==> src/rtl/qbb_pkg.sv <==
`timescale 1ns/1ps
package qbb_pkg;
  typedef struct packed {
    logic up;
    logic dn;
    logic bup;
    logic bdn;
  } corr_t;

  localparam corr_t CORR_NONE = '{up: 1'b0, dn: 1'b0, bup: 1'b0, bdn: 1'b0};
endpackage

==> src/rtl/qbb_lane_dec.sv <==
`timescale 1ns/1ps
module qbb_lane_dec
  import qbb_pkg::*;
(
  input  logic  en_i,
  input  logic  prev_i,
  input  logic  cur_i,
  input  logic  edge_i,
  input  logic  quad_i,
  output corr_t corr_o
);
  logic trans;
  logic late;
  logic early;
  logic jitter;

  assign trans  = en_i & (prev_i ^ cur_i);
  // with a transition the edge sample matches exactly one neighbour
  assign late   = trans & (edge_i == cur_i);
  assign early  = trans & (edge_i == prev_i);
  assign jitter = quad_i ^ cur_i;

  always_comb begin
    corr_o     = CORR_NONE;
    corr_o.up  = late;
    corr_o.dn  = early;
    corr_o.bup = late & jitter;
    corr_o.bdn = early & jitter;
  end
endmodule

==> src/rtl/qbb_hist.sv <==
`timescale 1ns/1ps
module qbb_hist (
  input  logic clk_i,
  input  logic rst_ni,
  input  logic valid_i,
  input  logic last_bit_i,
  output logic prev_bit_o,
  output logic prev_vld_o
);
  always_ff @(posedge clk_i or negedge rst_ni) begin
    if (!rst_ni) begin
      prev_bit_o <= 1'b0;
      prev_vld_o <= 1'b0;
    end else if (valid_i) begin
      prev_bit_o <= last_bit_i;
      prev_vld_o <= 1'b1;
    end
  end
endmodule

==> src/rtl/qbb_out_reg.sv <==
`timescale 1ns/1ps
module qbb_out_reg #(
  parameter int LANES = 4
) (
  input  logic             clk_i,
  input  logic             rst_ni,
  input  logic             valid_i,
  input  logic [LANES-1:0] data_i,
  input  logic [LANES-1:0] up_i,
  input  logic [LANES-1:0] dn_i,
  input  logic [LANES-1:0] bup_i,
  input  logic [LANES-1:0] bdn_i,
  output logic             valid_o,
  output logic [LANES-1:0] data_o,
  output logic [LANES-1:0] up_o,
  output logic [LANES-1:0] dn_o,
  output logic [LANES-1:0] bup_o,
  output logic [LANES-1:0] bdn_o
);
  always_ff @(posedge clk_i or negedge rst_ni) begin
    if (!rst_ni) begin
      valid_o <= 1'b0;
      data_o  <= '0;
      up_o    <= '0;
      dn_o    <= '0;
      bup_o   <= '0;
      bdn_o   <= '0;
    end else begin
      valid_o <= valid_i;
      if (valid_i) begin
        data_o <= data_i;
        up_o   <= up_i;
        dn_o   <= dn_i;
        bup_o  <= bup_i;
        bdn_o  <= bdn_i;
      end else begin
        up_o  <= '0;
        dn_o  <= '0;
        bup_o <= '0;
        bdn_o <= '0;
      end
    end
  end
endmodule

==> src/rtl/qbb_phase_det.sv <==
`timescale 1ns/1ps
module qbb_phase_det
  import qbb_pkg::*;
#(
  parameter int LANES = 4
) (
  input  logic             clk_i,
  input  logic             rst_ni,
  input  logic             valid_i,
  input  logic [LANES-1:0] data_i,
  input  logic [LANES-1:0] edge_i,
  input  logic [LANES-1:0] quad_i,
  output logic             valid_o,
  output logic [LANES-1:0] data_o,
  output logic [LANES-1:0] up_o,
  output logic [LANES-1:0] dn_o,
  output logic [LANES-1:0] bup_o,
  output logic [LANES-1:0] bdn_o
);
  localparam int LAST = LANES - 1;

  logic             prev_bit;
  logic             prev_vld;
  logic [LANES-1:0] prev_vec;
  logic [LANES-1:0] en_vec;
  logic [LANES-1:0] up_c, dn_c, bup_c, bdn_c;
  corr_t            corr [LANES];

  qbb_hist u_hist (
    .clk_i      (clk_i),
    .rst_ni     (rst_ni),
    .valid_i    (valid_i),
    .last_bit_i (data_i[LAST]),
    .prev_bit_o (prev_bit),
    .prev_vld_o (prev_vld)
  );

  for (genvar k = 0; k < LANES; k++) begin : g_lane
    if (k == 0) begin : g_first
      assign prev_vec[k] = prev_bit;
      assign en_vec[k]   = prev_vld;
    end else begin : g_rest
      assign prev_vec[k] = data_i[k-1];
      assign en_vec[k]   = 1'b1;
    end

    qbb_lane_dec u_dec (
      .en_i   (en_vec[k]),
      .prev_i (prev_vec[k]),
      .cur_i  (data_i[k]),
      .edge_i (edge_i[k]),
      .quad_i (quad_i[k]),
      .corr_o (corr[k])
    );

    assign up_c[k]  = corr[k].up;
    assign dn_c[k]  = corr[k].dn;
    assign bup_c[k] = corr[k].bup;
    assign bdn_c[k] = corr[k].bdn;
  end

  qbb_out_reg #(.LANES(LANES)) u_out (
    .clk_i   (clk_i),
    .rst_ni  (rst_ni),
    .valid_i (valid_i),
    .data_i  (data_i),
    .up_i    (up_c),
    .dn_i    (dn_c),
    .bup_i   (bup_c),
    .bdn_i   (bdn_c),
    .valid_o (valid_o),
    .data_o  (data_o),
    .up_o    (up_o),
    .dn_o    (dn_o),
    .bup_o   (bup_o),
    .bdn_o   (bdn_o)
  );
endmodule

==> config.mk <==
export PLATFORM = sky130hd
export DESIGN_NAME = qbb_phase_det
export DESIGN_NICKNAME = d
export VERILOG_FILES = /design/src/rtl/qbb_pkg.sv /design/src/rtl/qbb_lane_dec.sv /design/src/rtl/qbb_hist.sv /design/src/rtl/qbb_out_reg.sv /design/src/rtl/qbb_phase_det.sv
export SDC_FILE = /design/constraint.sdc
export NUM_CORES = 1
export LEC_CHECK = 0
export BUFFER_PORTS_ARGS = -buffer_cell sky130_fd_sc_hd__buf_4
export CORE_MARGIN = 5
export CORE_UTILIZATION = 48
export CTS_CLUSTER_SIZE = 12
export DETAILED_ROUTE_END_ITERATION = 8
export PLACE_DENSITY = 0.77
export SLEW_MARGIN = 20
export SYNTH_ARGS = -nofsm -noshare
export SYNTH_HDL_FRONTEND = slang
export SYNTH_SLANG_ARGS = --single-unit
==> constraint.sdc <==
create_clock -name clk_i -period 1.2 [get_ports clk_i]
set_input_delay 0.12 -clock clk_i [delete_from_list [all_inputs] [get_ports clk_i]]
set_output_delay 0.12 -clock clk_i [all_outputs]
set_load 0.01 [all_outputs]
==> impl_metrics.ini <==
[route]
wire_per_inst_um = 14.0
wl_um = 1990
num_vias = 767
ant_nets = 0
drtPass1Iterations = 4
via_per_inst = 5.40
drc = 0
drt-initial-drc-count = 11

[sta]
fin_worst_skew_ps = 6.21
fin_tns_setup_ps = 0
finalSetupViolations = 0
rsz0062_at_grt = false
fin_crit_ps = 1130
fmax_mhz = 888
fin_crit_sh_pct = 93.8
hold_viol = 0
tightest_slew_ps = 271
setup_slack_ps = 74.1
slew_viol_final = 0
maxSlewHeadroom_pct = 81.9

[power_and_ir_drop]
p_per_area_mw_per_mm2 = 1050
p_leak_nw = 0.597
peakVddDrop_uv = 784
power_mw = 1.36

[synth]
syn_avg_cell_area_sq_um = 12.3
ys_warn_count = 0
syn_inst = 82
synthArstFlopShare_pct = 100
yosys-top-cells-count = dfrtp_1, nand3b_1, or3b_1
synth_area_leaders = dfrtp_1, nand3b_1, or3b_1, a21boi_1, mux2_2
synth_area_sq_mm = 0.00101
synth_seq_cells = 22
yosys.area.top_type = dfrtp_1
seq_area_frac_synth_pct = 54.4
synth-main-ff-cell = dfrtp_1
mappedNetlistNets = 97
synth-edff-count = 0
synth_top_area_share_pct = 54.4
synth.most_common_cell = dfrtp_1
synthDistinctLibCells = 17

[worst_setup_path]
crit_fanout = 8
reg2reg_slack_ps = 70
critPathCaptureType = flip-flop
critPathKind = flip-flop to flip-flop
critPathLaunchType = flip-flop
critical_path_required_ps = 1420
worstRegToRegCells = 2
r2r_start = u_hist.prev_bit_o
r2r_end = u_out.bup_o[0]
arrival_ps = 1350

[clock_tree]
path_clk_slew_ps = 110
cts_root_buffer = clkbuf_4
insertion_delay_ps = 290
cts_tree = built
clk_path_buf_depth = 2
post_cts.repair.setup_buffers = 0
cts_buffers = 3
htree_levels = 1
clkSinkCount = 22

[status]
status = complete, no violations

[min_path]
hp-start = valid_i
min_to = u_out.valid_o
worstHoldPathType = primary input to flip-flop
holdPathStages = 1

[floorplanning]
die_width_um = 55.9
die-area_sq_mm = 0.00313
pin_count = 36
start_util_pct = 51.1
rows = 16
die_y_um = 55.9
fp.coreArea_sq_mm = 0.00198

[finish]
stdcell_count = 142
final_nets = 132
syn_to_final_growth_pct = 28.1
drive_gt1_share_pct = 41.7
diodes = 0

[placement]
dp_cells = 138
pre_cts_ws_ps = 97.6
gp_congestion = 0.714
io_buffers = 35
place_hpwl_um = 1450

[global_routing]
antenna_found_initial = 0
grt_pass1_vias = 798
overflow = 0
grt_use_met2_pct = 24.5
grt_start_max_net_pins = 23
grt_use_met3_pct = 3.71
grtUsageTotal_pct = 13.6
top_usage_layer = met2
grt_pass1_wl_um = 3400
gr-usage-met1_pct = 15.1

[flow_run]
maxCapViolations = 0
[state kept, by name, summed over array words and instances, names as in the netlist]
| signal | flops |
|---|---|
| u_out.up_o | 4 |
| u_out.bdn_o | 4 |
| u_out.dn_o | 4 |
| u_hist.prev_bit_o | 1 |
| u_out.bup_o | 4 |
| u_out.data_o | 3 |
| u_hist.prev_vld_o | 1 |
| u_out.valid_o | 1 |
[power by group]
group	leakage [nW]	switching, mW	internal [mW]
logic	0.300	0.116	0.132
clock network	0.0138	0.200	0.117
registers	0.284	0.0169	0.778
total	0.597	0.333	1.03
[cell families (layout without fill, tap and decap cells)]
| group | count (synthesis) | in the layout | share of synthesized area, % |
|---|---|---|---|
| simple gates | 34 | 34 | 25.0 |
| mux | 4 | 4 | 4.45 |
| buf+inv | 6 | 39 | 4.57 |
| compound gates | 16 | 16 | 11.6 |
| flops | 22 | 22 | 54.4 |
[per-stage QoR]
stage          utilization (%)  instance area (sq um)  hold slack, ps
2_1_floorplan                -                   1010            -176
3_3_place_gp              63.7                   1260            17.3
3_5_place_dp              63.7                   1260            21.6
4_1_cts                   65.3                   1290            45.8
5_1_grt                   65.4                   1300            40.8
6_report                  65.4                   1300            54.8
[cell type report]
cell class / instances / area [sq um]
clock buffer: 3 / 22.5
fill: 161 / 686
multi-input combinational: 54 / 415
sequential: 22 / 552
tap: 27 / 33.8
timing repair buffer: 36 / 273
[cell usage in the layout, fill, tap and decap left out, types with 2 or more instances in the layout]
master    netlist  final
a21boi_1        6      6
a21oi_1         2      2
buf_4           2     35
clkbuf_4        0      3
dfrtp_1        22     21
mux2_2          4      4
nand2_1         4      4
nand2b_1        3      3
nand3b_1       13     13
o22ai_1         6      6
o22ai_2         2      2
or3b_1         10     10
or3b_4          2      2
[layer usage]
metal  routed length (um)  part of all wire (%)
met1                  813                    41
met2                 1040                    52
met3                  123                   6.2
met4                   12                  0.60
met5                    0                     0
[worst max-delay path by stage]
stage,from,endpoint
finish,u_hist.prev_bit_o,u_out.bup_o[0]
global route,u_hist.prev_bit_o,u_out.bup_o[0]
CTS,u_hist.prev_bit_o,u_out.bup_o[0]
detailed placement,u_hist.prev_bit_o,u_out.bup_o[0]
global placement,u_hist.prev_bit_o,u_out.bup_o[0]
floorplan,u_hist.prev_bit_o,u_out.bup_o[0]
[worst max-delay path: stages (launching register included)]
cell	delay, ps
dfrtp_2	460
or3b_1	410
o22ai_1	180
[repair_timing]
action | in CTS | in global routing
endpoints found under the hold margin | 22 | 0
endpoints found under the setup margin | 0 | 1
resized for setup | 0 | 1
hold buffers | 1 | 0
(Power assumes the default switching activity.)
